## config.mk

```make
export PLATFORM = sky130hd
export DESIGN_NAME = dbus_stall_unit
export DESIGN_NICKNAME = d
export VERILOG_FILES = /design/src/rtl/dsu_pkg.sv /design/src/rtl/dsu_req_hold.sv /design/src/rtl/dsu_ctrl.sv /design/src/rtl/dsu_load_buf.sv /design/src/rtl/dbus_stall_unit.sv
export SDC_FILE = /design/constraint.sdc
export NUM_CORES = 1
export LEC_CHECK = 0
export ABC_AREA = 1
export CAP_MARGIN = 20
export CORE_MARGIN = 1
export CORE_UTILIZATION = 30
export DETAILED_ROUTE_END_ITERATION = 12
export DONT_BUFFER_PORTS = 1
export SLEW_MARGIN = 40
export SYNTH_ARGS = -nofsm -noshare
export SYNTH_HDL_FRONTEND = slang
export SYNTH_SLANG_ARGS = --single-unit
```

## constraint.sdc

```tcl
create_clock -name clk -period 3.93 [get_ports clk]
set_clock_uncertainty 0.1 [all_clocks]
set_input_delay 0.5895 -clock clk [delete_from_list [all_inputs] [get_ports clk]]
set_output_delay 0.5895 -clock clk [all_outputs]
set_load 0.01 [all_outputs]
```

## src/rtl/dsu_pkg.sv

```systemverilog
package dsu_pkg;

   // Transfer sequencer states
   typedef enum logic [1:0] {
      ST_IDLE   = 2'd0,   // no transfer held; a core request goes straight to the bus
      ST_REQ    = 2'd1,   // request latched, slave asserting wait
      ST_RDWAIT = 2'd2,   // read accepted, data on the bus this cycle
      ST_RESP   = 2'd3    // load word delivered to the core
   } dsu_state_e;

   function automatic int unsigned lane_bits(input int unsigned data_w);
      return (data_w <= 8) ? 0 : $clog2(data_w / 8);
   endfunction

endpackage

```

## src/rtl/dsu_req_hold.sv

```systemverilog
module dsu_req_hold #(
   parameter int unsigned ADDR_W = 32,
   parameter int unsigned DATA_W = 32,
   parameter int unsigned BE_W   = DATA_W / 8
) (
   input  logic              clk,
   input  logic              rst_n,
   input  logic              load_i,
   input  logic              sel_i,
   input  logic              we_i,
   input  logic [ADDR_W-1:0] addr_i,
   input  logic [DATA_W-1:0] wdata_i,
   input  logic [BE_W-1:0]   be_i,
   output logic              lat_we_o,
   output logic [ADDR_W-1:0] addr_o,
   output logic [DATA_W-1:0] wdata_o,
   output logic [BE_W-1:0]   be_o
);

   logic              we_q;
   logic [ADDR_W-1:0] addr_q;
   logic [DATA_W-1:0] wdata_q;
   logic [BE_W-1:0]   be_q;

   always_ff @(posedge clk or negedge rst_n) begin
      if (!rst_n) begin
         we_q    <= 1'b0;
         addr_q  <= '0;
         wdata_q <= '0;
         be_q    <= '0;
      end else if (load_i) begin
         we_q    <= we_i;
         addr_q  <= addr_i;
         wdata_q <= wdata_i;
         be_q    <= be_i;
      end
   end

   assign lat_we_o = we_q;
   assign addr_o   = sel_i ? addr_q  : addr_i;
   assign wdata_o  = sel_i ? wdata_q : wdata_i;
   assign be_o     = sel_i ? be_q    : be_i;

endmodule

```

## src/rtl/dsu_ctrl.sv

```systemverilog
module dsu_ctrl
   import dsu_pkg::*;
(
   input  logic clk,
   input  logic rst_n,
   input  logic core_req_i,
   input  logic core_we_i,
   input  logic lat_we_i,
   input  logic bus_wait_i,
   output logic load_o,
   output logic use_lat_o,
   output logic bus_rd_o,
   output logic bus_wr_o,
   output logic stall_o,
   output logic cap_o,
   output logic rvalid_o
);

   dsu_state_e st_q, st_d;

   always_comb begin
      st_d      = st_q;
      load_o    = 1'b0;
      use_lat_o = 1'b0;
      bus_rd_o  = 1'b0;
      bus_wr_o  = 1'b0;
      stall_o   = 1'b0;
      cap_o     = 1'b0;
      rvalid_o  = 1'b0;
      case (st_q)
         ST_IDLE: begin
            if (core_req_i) begin
               bus_rd_o = !core_we_i;
               bus_wr_o = core_we_i;
               load_o   = 1'b1;
               stall_o  = bus_wait_i || !core_we_i;
               if (bus_wait_i)      st_d = ST_REQ;
               else if (!core_we_i) st_d = ST_RDWAIT;
            end
         end
         ST_REQ: begin
            use_lat_o = 1'b1;
            bus_rd_o  = !lat_we_i;
            bus_wr_o  = lat_we_i;
            stall_o   = bus_wait_i || !lat_we_i;
            if (!bus_wait_i) st_d = lat_we_i ? ST_IDLE : ST_RDWAIT;
         end
         ST_RDWAIT: begin
            stall_o = 1'b1;
            cap_o   = 1'b1;
            st_d    = ST_RESP;
         end
         ST_RESP: begin
            rvalid_o = 1'b1;
            st_d     = ST_IDLE;
         end
         default: st_d = ST_IDLE;
      endcase
   end

   always_ff @(posedge clk or negedge rst_n) begin
      if (!rst_n) st_q <= ST_IDLE;
      else        st_q <= st_d;
   end

endmodule

```

## src/rtl/dsu_load_buf.sv

```systemverilog
module dsu_load_buf #(
   parameter int unsigned DATA_W = 32
) (
   input  logic              clk,
   input  logic              rst_n,
   input  logic              cap_i,
   input  logic [DATA_W-1:0] bus_rdata_i,
   output logic [DATA_W-1:0] rdata_o
);

   always_ff @(posedge clk or negedge rst_n) begin
      if (!rst_n)     rdata_o <= '0;
      else if (cap_i) rdata_o <= bus_rdata_i;
   end

endmodule

```

## src/rtl/dbus_stall_unit.sv

```systemverilog
module dbus_stall_unit #(
   parameter int unsigned ADDR_W     = 32,
   parameter int unsigned DATA_W     = 32,
   parameter bit          ALIGN_ADDR = 1'b1,
   localparam int unsigned BE_W      = DATA_W / 8
) (
   input  logic              clk,
   input  logic              rst_n,
   input  logic              core_req,
   input  logic              core_we,
   input  logic [ADDR_W-1:0] core_addr,
   input  logic [DATA_W-1:0] core_wdata,
   input  logic [BE_W-1:0]   core_be,
   output logic              core_stall,
   output logic [DATA_W-1:0] core_rdata,
   output logic              core_rvalid,
   output logic [ADDR_W-1:0] avm_address,
   output logic              avm_read,
   output logic              avm_write,
   output logic [BE_W-1:0]   avm_byteenable,
   output logic [DATA_W-1:0] avm_writedata,
   input  logic [DATA_W-1:0] avm_readdata,
   input  logic              avm_waitrequest
);

   localparam int unsigned LANE_W = dsu_pkg::lane_bits(DATA_W);
   localparam logic [ADDR_W-1:0] LANE_MASK = ADDR_W'((64'd1 << LANE_W) - 64'd1);

   // Elaboration-time parameter checks
   generate
      if (DATA_W < 8 || (DATA_W % 8) != 0) begin : g_bad_data_w
         $error("DATA_W must be a non-zero multiple of 8");
      end
      if ((BE_W & (BE_W - 1)) != 0) begin : g_bad_lanes
         $error("DATA_W/8 must be a power of two");
      end
      if (ADDR_W <= LANE_W) begin : g_bad_addr_w
         $error("ADDR_W must exceed the byte-lane address bits");
      end
   endgenerate

   logic              load_w, use_lat_w, lat_we_w, cap_w;
   logic [ADDR_W-1:0] sel_addr_w;

   dsu_ctrl u_ctrl (
      .clk        (clk),
      .rst_n      (rst_n),
      .core_req_i (core_req),
      .core_we_i  (core_we),
      .lat_we_i   (lat_we_w),
      .bus_wait_i (avm_waitrequest),
      .load_o     (load_w),
      .use_lat_o  (use_lat_w),
      .bus_rd_o   (avm_read),
      .bus_wr_o   (avm_write),
      .stall_o    (core_stall),
      .cap_o      (cap_w),
      .rvalid_o   (core_rvalid)
   );

   dsu_req_hold #(
      .ADDR_W (ADDR_W),
      .DATA_W (DATA_W),
      .BE_W   (BE_W)
   ) u_hold (
      .clk      (clk),
      .rst_n    (rst_n),
      .load_i   (load_w),
      .sel_i    (use_lat_w),
      .we_i     (core_we),
      .addr_i   (core_addr),
      .wdata_i  (core_wdata),
      .be_i     (core_be),
      .lat_we_o (lat_we_w),
      .addr_o   (sel_addr_w),
      .wdata_o  (avm_writedata),
      .be_o     (avm_byteenable)
   );

   dsu_load_buf #(
      .DATA_W (DATA_W)
   ) u_lbuf (
      .clk         (clk),
      .rst_n       (rst_n),
      .cap_i       (cap_w),
      .bus_rdata_i (avm_readdata),
      .rdata_o     (core_rdata)
   );

   // Address presentation variant
   generate
      if (ALIGN_ADDR) begin : g_align
         assign avm_address = sel_addr_w & ~LANE_MASK;
      end else begin : g_pass
         assign avm_address = sel_addr_w;
      end
   endgenerate

endmodule

```

**Yosys cells after proc, flatten, opt, wreduce, memory -nomap -nowiden**

Cells that the tools add are included.
W data, S select, Z words.

- Eq/ne operators: 6
- Muxes and demuxes: 20
- Reductions and logical operators: 6

Operators by type and width:

| cell | count |
|---|---|
| $mux W32 | 2 |
| $mux W2 | 5 |
| $mux W1 | 8 |
| $pmux W2 S4 | 1 |
| $eq A2 B2 Y1 const B | 2 |
| $mux W4 | 1 |
| $ne A2 B2 Y1 const B | 2 |
| $pmux W1 S2 | 2 |
| $ne A3 B3 Y1 const B | 1 |
| $pmux W1 S3 | 1 |
| $reduce_and A3 Y1 | 1 |
| $eq A2 B1 Y1 const B | 1 |
| $logic_not A1 Y1 | 2 |
| $logic_not A2 Y1 | 1 |
| $logic_or A1 B1 Y1 | 2 |

- Logic and storage cells: 38
- Flip-flop bits (word level): 103

**Longest topological paths before layout**

- Depth in word-level cells: 4
- Depth in mapped cells: 9
- Mapped depth without buffers: 6

**Modules after synthesis**

A second synthesis with hierarchy kept.

- Cell total of the unflattened synthesis: 685
- Area, all modules: 4,991.0 um^2

Modules (own cells, without submodules):

| module | cells an instance | area each (um^2) | times used |
|---|---|---|---|
| dsu_req_hold | 512 | 3,474.6 | 1 |
| dsu_load_buf | 136 | 1,292.5 | 1 |
| dsu_ctrl | 34 | 205.2 | 1 |
| dbus_stall_unit | 3 | 18.8 | 1 |

**Least setup slack after synthesis**

Ideal clock, no wire load.

- Path type: reg-to-output
- Start: register u_ctrl.st_q[1]
- End: output avm_read
- Stages on the path, launching flop included: 8
- Arrival time: 1.252 ns
- Slack: 1.989 ns
- Path buffers: 2
- Cells stage by stage: dfrtp_1 -> buf_2 -> inv_4 -> nand2_2 -> inv_2 -> nand2_4 -> clkbuf_4 -> o21ai_0

- Cells in the longest elaborated chain, start to end: 2
- Elaborated cells between the ends (all ways): 3
- Classes of those cells: eq/ne: 1; mux: 1; reduce/logical: 1

RTL lines:

| item | RTL line | RTL |
|---|---|---|
| from (decl) | dsu_ctrl.sv:19 | `dsu_state_e st_q, st_d;` |
| from (signal assigned) | dsu_ctrl.sv:63 | `else st_q <= st_d;` |
| $eq A2 B1 Y1 or $logic_not A2 Y1 (tied branches) | dsu_ctrl.sv:30 | `case (st_q)` |
| $pmux W1 S2 (*) | dsu_ctrl.sv:30 |  |
| to (decl) | dbus_stall_unit.sv:18 | `output logic avm_read,` |

Mark *: on every way between the ends. The rest lies on a longest branch, timed or not.

**Final worst setup path**

- Start: register u_ctrl.st_q[0]
- End: output avm_read

The elaborated chain is that of the path after synthesis.

==> impl_metrics.toml <==
[status]
outcome = "complete, no violations"

[route]
wl_um = 10500
postRouteAntennaNets = 0
vias = 3678
drc = 0
viasPerCell = 4.57
wl_per_cell_um = 13.1
first_pass_iters = 5
first_iter_violations = 120

[synthesis]
syn_area_um2 = 5060
ys_warn_count = 0
synth_xor_area_frac = 0
synthAdderAreaFrac = 0
synth_top_area_cell = "dfrtp_1"
synthMuxAreaShare = 0
synth_edf_count = 0
syn_inst = 601
synth_cell_types = 20
synth_compound_area_frac = 0.169
yosys_register_bits = 101
yosys-top-cells-area = "dfrtp_1, o21ai_2, nand2_1"
yosys.area_share.simple = 0.219
synth_top_area_share = 0.499
async_flop_share = 1.00
ys.flop_type = "dfrtp_1"
syn_avg_cell_area_um2 = 8.42
seq_area_frac_synth = 0.499
synth_top_family_by_area = "simple AND/OR/NAND/NOR gates"

[global_routing]
grt_pass1_vias = 3229
grt_max_degree = 102
track_usage = 0.121
grt_antenna_before_repair = 0
overflow = 0
grt_pass1_wl_um = 16700

[worst_hold_path]
worst_hold_path_type = "in -> async"

[sta]
setup_viol = 0
fin_crit_sh = 0.756
finalSetupTns_ns = 0
post-route-min-period_ns = 2.97
maxSlewViolCount = 0
timing.hold.ws_ns = 0.0182
maxSlewHeadroom = 0.551
worst_pin_slew_ns = 0.673
hold_violations = 0
fmax_mhz = 336
rsz0062_at_grt = "no"

[final_layout]
seq_area_um2 = 2530
final_common_cell = "dfrtp_1"
drive_gt1_frac = 0.209
nFillCells = 1747
instances_no_fill = 805
final_cell_mix = "dfrtp_1, nand2_1, inv_1, nor2_1, a21oi_1"
syn_to_final_growth_pct = 8.31
final_nets = 685
multi_input_area_um2 = 1990
antenna_cells = 0

[clock_tree]
cts_sinks = 101
clockBufferDepth = 2
clk_latency_ns = 0.34
cts_hold_buf = 1
root_buffer = "clkbuf_16"
post_cts_resize_count = 0
path_clk_slew_ns = 0.07
numCtsBuffers = 9
cts_tree = "built"
cts_max_level = 3
post-cts-setup-buffer-count = 0

[floorplanning]
die_w_um = 132
initial_utilization = 0.306
dieHeight_um = 132
io_pins = 209
dieArea_um2 = 17400
core-area_um2 = 16500
num_rows = 47

[power_and_ir_drop]
power.leakage_nw = 2.77
ir_drop_mv = 0.431
power.density_nw_per_um2 = 885

[placed_design]
port_buffers = 0
dpl.hpwl_um = 7080
place_congestion = 0.737
dp_cells = 788

[setup_path]
critical_path_peak_fanout = 77
crit_arrival_ns = 2.28
cp.required_ns = 3.24
endpoint_kind = "output port"
cp-start-kind = "register"
path_class = "reg -> out"

[flow_run]
maxCapViolCount = 0
==> through the flow <==
step / util / area (µm²) / power [mW] / worst slack, ns
5_1_grt: 0.332 / 5480 / 5.23 / 0.716
6_report: 0.332 / 5480 / 4.85 / 0.958
3_3_place_gp: 0.310 / 5130 / 3.87 / 1.31
2_1_floorplan: - / 5060 / 3.64 / 1.99
4_1_cts: 0.332 / 5480 / 4.92 / 0.892
3_5_place_dp: 0.310 / 5130 / 3.90 / 1.30
==> registers in the layout, indices dropped and copies added (netlist names) <==
name             cells
u_hold.lat_we_o      1
u_hold.addr_q       30
u_ctrl.st_q          2
u_hold.be_q          4
u_lbuf.rdata_o      32
u_hold.wdata_q      32
==> layout make-up <==
cell class              instances  share of cell area
flip-flops and latches        101               0.461
inverters                      74              0.0511
clock buffers                  12              0.0468
repair buffers                  7              0.0155
clock inverters                 4              0.0128
well taps                     220              0.0502
multi-input cells             387               0.362
==> cells by family after synthesis <==
| kind of cell | after synthesis |
|---|---|
| buffers and inverters | 114 |
| flip-flops | 101 |
| other | 1 |
| AO/OA/AOI/OAI | 136 |
| AND/OR/NAND/NOR | 249 |
==> cells in the mapped netlist (6+ instances only) <==
cell type and n:
inv_1 71, nand3_1 35, nor2_1 66, o21ai_0 23, clkbuf_1 10, nand2_2 49, o21ai_2 47, buf_12 6
a21oi_1 63, nand2_1 98, dfrtp_1 101, buf_2 17
==> final timing paths <==
path                                      end               start  slack [ns]  cells after the start
max                                  avm_read      u_ctrl.st_q[0]        0.96                      6
min                         u_hold.wdata_q[2]               rst_n        0.02                      1
max reg2reg                    u_hold.be_q[2]      u_ctrl.st_q[0]        1.38                      7
min reg2reg                u_hold.wdata_q[27]  u_hold.wdata_q[27]        0.39                      2
max in group asynchronous  u_hold.wdata_q[23]               rst_n        3.21                      1
min in group clk             u_hold.addr_q[6]        core_addr[6]        0.27                      2
==> where the power goes <==
part | internal [mW] | switching (mW)
logic | 0.611 | 1.32
clock network | 0.591 | 0.380
registers | 1.54 | 0.403
==> routing by layer <==
metal  global-route usage  part of all wire
met1                0.157              0.45
met2                0.178              0.44
met3               0.0454             0.092
met4               0.0549             0.017
met5                    0                 0
==> worst max-delay path, stage by stage (launching register included) <==
cell     delay, ns
dfrtp_1       0.47
inv_2         0.07
buf_4         0.30
nand2_2       0.12
inv_2         0.11
nand2_8       0.35
o21ai_0       0.51
(Power assumes the default switching activity.)
